## src/rtl/polycrc_pkg.sv

```systemverilog
package polycrc_pkg;
  // Operation chosen for the state register on the coming edge
  typedef enum logic [1:0] {
    OP_HOLD = 2'd0,
    OP_SEED = 2'd1,
    OP_STEP = 2'd2,
    OP_ZERO = 2'd3
  } crc_op_e;
endpackage

```

## src/rtl/polycrc_ctrl.sv

```systemverilog
module polycrc_ctrl
  import polycrc_pkg::*;
(
  input  logic    rst,
  input  logic    clr,
  input  logic    valid,
  output crc_op_e op
);
  // Fixed priority: reset, then clear, then data update
  always_comb begin
    if (rst)        op = OP_ZERO;
    else if (clr)   op = OP_SEED;
    else if (valid) op = OP_STEP;
    else            op = OP_HOLD;
  end
endmodule

```

## src/rtl/polycrc_reg.sv

```systemverilog
module polycrc_reg
  import polycrc_pkg::*;
#(
  parameter int STATE_W = 16,
  parameter int NIB_W   = 4
) (
  input  logic               clk,
  input  crc_op_e            op,
  input  logic [STATE_W-1:0] seed,
  input  logic [STATE_W-1:0] poly,
  input  logic [NIB_W-1:0]   data,
  output logic [STATE_W-1:0] crc_q
);
  localparam int MSB = STATE_W - 1;

  // Unrolled fold of one nibble, MSB first; no feedback outside the flop
  function automatic logic [STATE_W-1:0] absorb(
    input logic [STATE_W-1:0] st,
    input logic [STATE_W-1:0] gp,
    input logic [NIB_W-1:0]   nib
  );
    logic [STATE_W-1:0] acc;
    logic               fb;
    acc = st;
    for (int b = NIB_W - 1; b >= 0; b--) begin
      fb  = nib[b] ^ acc[MSB];
      acc = {acc[MSB-1:0], 1'b0} ^ (gp & {STATE_W{fb}});
    end
    return acc;
  endfunction

  always_ff @(posedge clk) begin
    case (op)
      OP_ZERO: crc_q <= '0;
      OP_SEED: crc_q <= seed;
      OP_STEP: crc_q <= absorb(crc_q, poly, data);
      default: crc_q <= crc_q;
    endcase
  end
endmodule

```

## src/rtl/polycrc_nib_reg.sv

```systemverilog
module polycrc_nib_reg
  import polycrc_pkg::*;
#(
  parameter int STATE_W = 16,
  parameter int NIB_W   = 4
) (
  input  logic               clk,
  input  logic               rst,
  input  logic               clr,
  input  logic [STATE_W-1:0] seed,
  input  logic               valid,
  input  logic [NIB_W-1:0]   data,
  input  logic [STATE_W-1:0] poly,
  output logic [STATE_W-1:0] crc_q
);
  crc_op_e op;

  polycrc_ctrl u_ctrl (
    .rst   (rst),
    .clr   (clr),
    .valid (valid),
    .op    (op)
  );

  polycrc_reg #(
    .STATE_W (STATE_W),
    .NIB_W   (NIB_W)
  ) u_reg (
    .clk   (clk),
    .op    (op),
    .seed  (seed),
    .poly  (poly),
    .data  (data),
    .crc_q (crc_q)
  );
endmodule

```

## config.mk

```make
export PLATFORM = sky130hd
export DESIGN_NAME = polycrc_nib_reg
export DESIGN_NICKNAME = d
export VERILOG_FILES = /design/src/rtl/polycrc_pkg.sv /design/src/rtl/polycrc_ctrl.sv /design/src/rtl/polycrc_reg.sv /design/src/rtl/polycrc_nib_reg.sv
export SDC_FILE = /design/constraint.sdc
export NUM_CORES = 1
export LEC_CHECK = 0
export ABC_CLOCK_PERIOD_IN_PS = 4000
export BUFFER_PORTS_ARGS = -buffer_cell sky130_fd_sc_hd__buf_2
export CORE_MARGIN = 2
export CORE_UTILIZATION = 25
export DETAILED_ROUTE_END_ITERATION = 7
export SLEW_MARGIN = 0
export SYNTH_ARGS = -nofsm -noshare
export SYNTH_HDL_FRONTEND = slang
export SYNTH_SLANG_ARGS = --single-unit
```

## constraint.sdc

```tcl
create_clock -name clk -period 4 [get_ports clk]
set_clock_uncertainty 0.15 [all_clocks]
set_input_delay 0 -clock clk [delete_from_list [all_inputs] [get_ports clk]]
set_output_delay 0 -clock clk [all_outputs]
set_load 0.02 [all_outputs]
```

Yosys cells after proc, flatten, opt, wreduce, memory -nomap -nowiden
Cells that the tools add are included.

cells by class
  multipliers = 0
  eq/ne operators = 3
  add/sub/neg operators = 0
  bitwise gates (word level) = 12
  muxes and demuxes = 4
  div/mod/pow operators = 0
  shift-type cells = 0
  reductions and logical operators = 1
  $lt $le $gt $ge = 0

operator list
  operator                                                         count
  16-bit AND                                                       4
  16-bit XOR                                                       4
  16-bit one-hot mux with 3 select lines                           1
  2-bit 2-to-1 mux                                                 3
  2-bit == test, second input constant                             2
  1-bit XOR                                                        4
  3-bit nonzero test                                               1
  2-bit by 1-bit == test with 1-bit output, second input constant  1

word-level totals
  input bits = 40
  memories kept = 0
  bits in registers = 16
  bits in latches = 0
  output and inout bits = 16
  memory bits (read-only) = 0
  logic and storage cells = 21
  RAM bits = 0

Longest topological paths before layout
  depth after elaboration = 13
  mapped depth = 9
  mapped depth without buffers = 7

Modules after synthesis
From an unflattened synthesis, not the netlist that was laid out.

unflattened totals
  cell total of the unflattened synthesis = 345
  area, all modules = 2452.4 um^2

by module, submodules not included
  module        times used  seq. area each (um^2)  area each (um^2)  cells an instance
  polycrc_reg   1           480.5                  2434.8            342
  polycrc_ctrl  1           0.0                    17.5              3

Worst setup path before layout
OpenSTA, ideal clock, no wires.

  path kind = register -> register
  start point = register u_reg.crc_q[15]
  end point = register u_reg.crc_q[8] (data pin)
  clock period less this slack = 2900 ps
  arrival time = 2493 ps
  path buffers = 1
  stages on the path, launching flop included = 9
  data required time = 3594 ps
  setup slack = 1100 ps
  setup time = 256 ps
  cell sequence = edfxtp_1 > xor2_2 > buf_2 > nand2_2 > xor2_1 > nand3_2 > nand3_1 > xnor3_1 > a22o_1

between the ends
  cells in the longest elaborated chain, start to end = 13

RTL lines
  element                                     line               source
  start, declared                             polycrc_reg.sv:12  output logic [STATE_W-1:0] crc_q
  start signal, assigned                      polycrc_reg.sv:36  OP_STEP: crc_q <= absorb(crc_q, poly, data);
  start signal, assigned                      polycrc_reg.sv:37  default: crc_q <= crc_q;
  1-bit XOR (*)                               polycrc_reg.sv:26  fb = nib[b] ^ acc[MSB];
  16-bit AND (*)                              polycrc_reg.sv:27  acc = {acc[MSB-1:0], 1'b0} ^ (gp & {STATE_W{fb}});
  16-bit XOR (*)                              polycrc_reg.sv:27
  1-bit XOR                                   polycrc_reg.sv:26
  16-bit AND                                  polycrc_reg.sv:27
  16-bit XOR (*)                              polycrc_reg.sv:27
  1-bit XOR                                   polycrc_reg.sv:26
  16-bit AND                                  polycrc_reg.sv:27
  16-bit XOR (*)                              polycrc_reg.sv:27
  1-bit XOR                                   polycrc_reg.sv:26
  16-bit AND                                  polycrc_reg.sv:27
  16-bit XOR (*)                              polycrc_reg.sv:27
  16-bit one-hot mux with 3 select lines (*)  polycrc_reg.sv:33  case (op)

Every way passes the cells marked *; elsewhere a longest branch is shown, timed or not.
A chain may end at the register's enable or synchronous reset.

Worst setup path in the final report
  start point = register u_reg.crc_q[15]
  end point = register u_reg.crc_q[5] (data pin)

The elaborated chain is that of the path after synthesis.

==> impl_metrics.tcl <==
set metrics [dict create \
    outcome "completed" \
    syn_inst 326 \
    p_leak_nw 1.25 \
    antenna_found_initial 0 \
    hp-class "in -> reg" \
    fp-row-count 36 \
    syn_to_final_growth_pct 22.2 \
    diodes 0 \
    tritoncts "done" \
    layout-drive-gt1-share_pct 23.1 \
    port_buffers 55 \
    place_area_um2 2830 \
    yosysWarnings 0 \
    vias 2774 \
    dp_cells 490 \
    worst_setup_path_start_kind "flip-flop" \
    crit_start "u_reg.crc_q[15]" \
    p_switching_mw 0.524 \
    power.density_nw_per_um2 364 \
    nets 417 \
    cts_buffers 3 \
    die-width_um 103 \
    gr-total-overflow 0 \
    yosysSeqAreaShare_pct 19.4 \
    clock_power_share_pct 12.4 \
    first_iter_violations 197 \
    yosys.area_share.adder_pct 0 \
    largest_reg_flops 16 \
    cts_setup_buffers 0 \
    arrival_ns 3.24 \
    synth_top_family_by_area "compound AO/OA/AOI/OAI gates" \
    synth_area_um2 2470 \
    ant_nets 0 \
    reg.largest.list "u_reg.crc_q: 16 flops" \
    synth_compound_area_share_pct 30.4 \
    cp-end-kind "flip-flop" \
    grt_pass1_wl_um 13000 \
    p_total_mw 1.10 \
    gp_congestion 0.866 \
    clkSinkCount 16 \
    cts.path.max_buffers 2 \
    viasPerCell 5.45 \
    tightest_slew_ns 1.07 \
    rsz0062_at_grt "no" \
    muxShareOfSynthArea_pct 1.92 \
    setup_tns_ns 0 \
    wl_per_cell_um 16.5 \
    cts-root-buf "clkbuf_8" \
    synthDistinctLibCells 45 \
    hpwl_um 5980 \
    start_util_pct 25.6 \
    first_pass_iters 5 \
    die_y_um 103 \
    swShare_pct 47.6 \
    avgSynthCellArea_um2 7.59 \
    synth-simple-area-share_pct 30.2 \
    htreeDepth 1 \
    path_class "reg -> reg" \
    ys_ff_latch 16 \
    wl_um 8390 \
    finalCriticalPeriod_ns 3.37 \
    ir_worst_vdd_v 0.000130 \
    core-area_um2 9680 \
    regMostFlops "u_reg.crc_q" \
    hp-start "seed[15]" \
    num_io_pins 56 \
    setup_violations 0 \
    max_freq_mhz 297 \
    seqPwrFrac_pct 21.3 \
    finalHoldViolCount 0 \
    p_comb_share_pct 66.3 \
    fin_area_um2 3030 \
    syn_nets 366 \
    grt_max_degree 38 \
    grt_usage_pct 15.7 \
    drc 0 \
    clock_latency_ns 0.26 \
    r2r-start "u_reg.crc_q[15]" \
    post_cts_resized 0 \
    clk_pin_slew_ns 0.08 \
    fin_util_pct 31.2 \
    period_share_pct 84.3 \
    final_max_slew_viol_count 0 \
    critPathMaxFanout 16 \
    cap_violations 0 \
    critPathRequiredTime_ns 3.86 \
    die_area_um2 10700 \
    cell_internal_pwr_mw 0.578 \
    synth_xor_area_share_pct 12.9 \
    relSlewSlack_pct 28.6 \
    grt_pass1_vias 2530 \
    instances_no_fill 509 \
]
==> per-layer routing <==
metal / vias up / wire, um / GRT usage (%)
met2: 139 / 4000 / 26.4
met5: - / 0 / 0
met4: 0 / 55 / 2.53
met3: 9 / 641 / 2.82
met1: 1274 / 3700 / 21.5
li1: 1352 / - / -
==> power groups by stage <==
stage | Combinational, mW | Clock (mW) | Sequential [mW]
after detailed placement | 0.710 | 0 | 0.239
after floorplan | 0.513 | 0 | 0.262
after global routing | 0.798 | 0.150 | 0.238
final | 0.731 | 0.136 | 0.235
after global placement | 0.699 | 0 | 0.239
after CTS | 0.725 | 0.145 | 0.236
==> critical path: stages, from the launching register on <==
cell	delay [ns]
edfxtp_1	0.46
xor2_2	0.41
buf_4	0.29
a21o_1	0.22
nand4_1	0.55
o21ai_0	0.40
a311oi_1	0.15
and2_1	0.21
a211o_1	0.28
==> synthesized netlist by cell type, drive strengths merged <==
cell | instances | area [um^2]
a211o | 10 | 87.6
a21o | 1 | 7.51
a21oi | 24 | 120
a22o | 2 | 17.5
a22oi | 1 | 7.51
a311oi | 11 | 96.3
a31oi | 14 | 87.6
a32o | 2 | 20.0
and2 | 21 | 131
and3 | 14 | 87.6
buf | 13 | 63.8
clkbuf | 16 | 60.1
edfxtp | 16 | 480
inv | 1 | 3.75
mux2 | 1 | 15.0
mux2i | 2 | 32.5
nand2 | 24 | 92.6
nand2b | 1 | 6.26
nand3 | 19 | 100
nand3b | 1 | 7.51
nand4 | 12 | 75.1
nor2 | 4 | 15.0
nor2b | 1 | 6.26
nor3 | 1 | 5.00
nor4 | 11 | 68.8
o211a | 1 | 10.0
o211ai | 13 | 103
o21ai | 31 | 163
o221ai | 2 | 17.5
o31ai | 2 | 15.0
or2 | 21 | 131
or3 | 2 | 12.5
or4 | 1 | 7.51
xnor2 | 21 | 206
xnor3 | 2 | 45.0
xor2 | 7 | 68.8
==> layout by cell type (no fill, tap or decap), drive strengths merged, types with 3 or more instances in the layout <==
master,instances
a21oi,24
a31oi,14
nor2,4
o21ai,31
or2,21
nand2,24
xor2,7
o211ai,13
clkbuf,3
xnor2,21
dlygate4sd3,15
buf,60
edfxtp,16
nor4,11
a311oi,11
and3,14
and2,21
nand4,12
a211o,10
nand3,19
==> stage by stage <==
| stage | setup WS [ns] | hold WS (ns) |
|---|---|---|
| 2_1_floorplan | 1.10 | 0.0244 |
| 3_3_place_gp | 0.834 | 0.113 |
| 3_5_place_dp | 0.679 | 0.119 |
| 4_1_cts | 0.675 | 0.00612 |
| 5_1_grt | 0.387 | 0.0135 |
| 6_report | 0.628 | 0.0151 |
==> timing repair <==
item / CTS / global route
endpoints found under the hold margin: 15 / 0
hold buffers: 15 / 0
endpoints found under the setup margin: 0 / 0
==> final timing paths <==
check | cells after the start | end | slack (ns)
setup / recovery | 8 | u_reg.crc_q[5] | 0.63
hold / removal | 3 | u_reg.crc_q[15] | 0.02
setup reg to reg | 8 | u_reg.crc_q[5] | 0.63
hold reg to reg | 4 | u_reg.crc_q[14] | 0.80
==> layout make-up <==
type | count | area [um^2]
clock buffer | 3 | 41.3
clock inverter | 1 | 3.75
fill | 1036 | 6660
inverter | 1 | 3.75
multi-input combinational | 280 | 1870
sequential | 16 | 480
tap | 133 | 166
timing repair buffer | 75 | 463
==> kinds of logic (layout without fill, tap and decap cells) <==
| group | count (synthesis) | count (layout) |
|---|---|---|
| AO/OA/AOI/OAI | 114 | 114 |
| flip-flops | 16 | 16 |
| multiplexers | 3 | 3 |
| XOR/XNOR | 30 | 30 |
| AND/OR/NAND/NOR | 133 | 133 |
| buffers and inverters | 30 | 80 |
(Power assumes the default switching activity.)
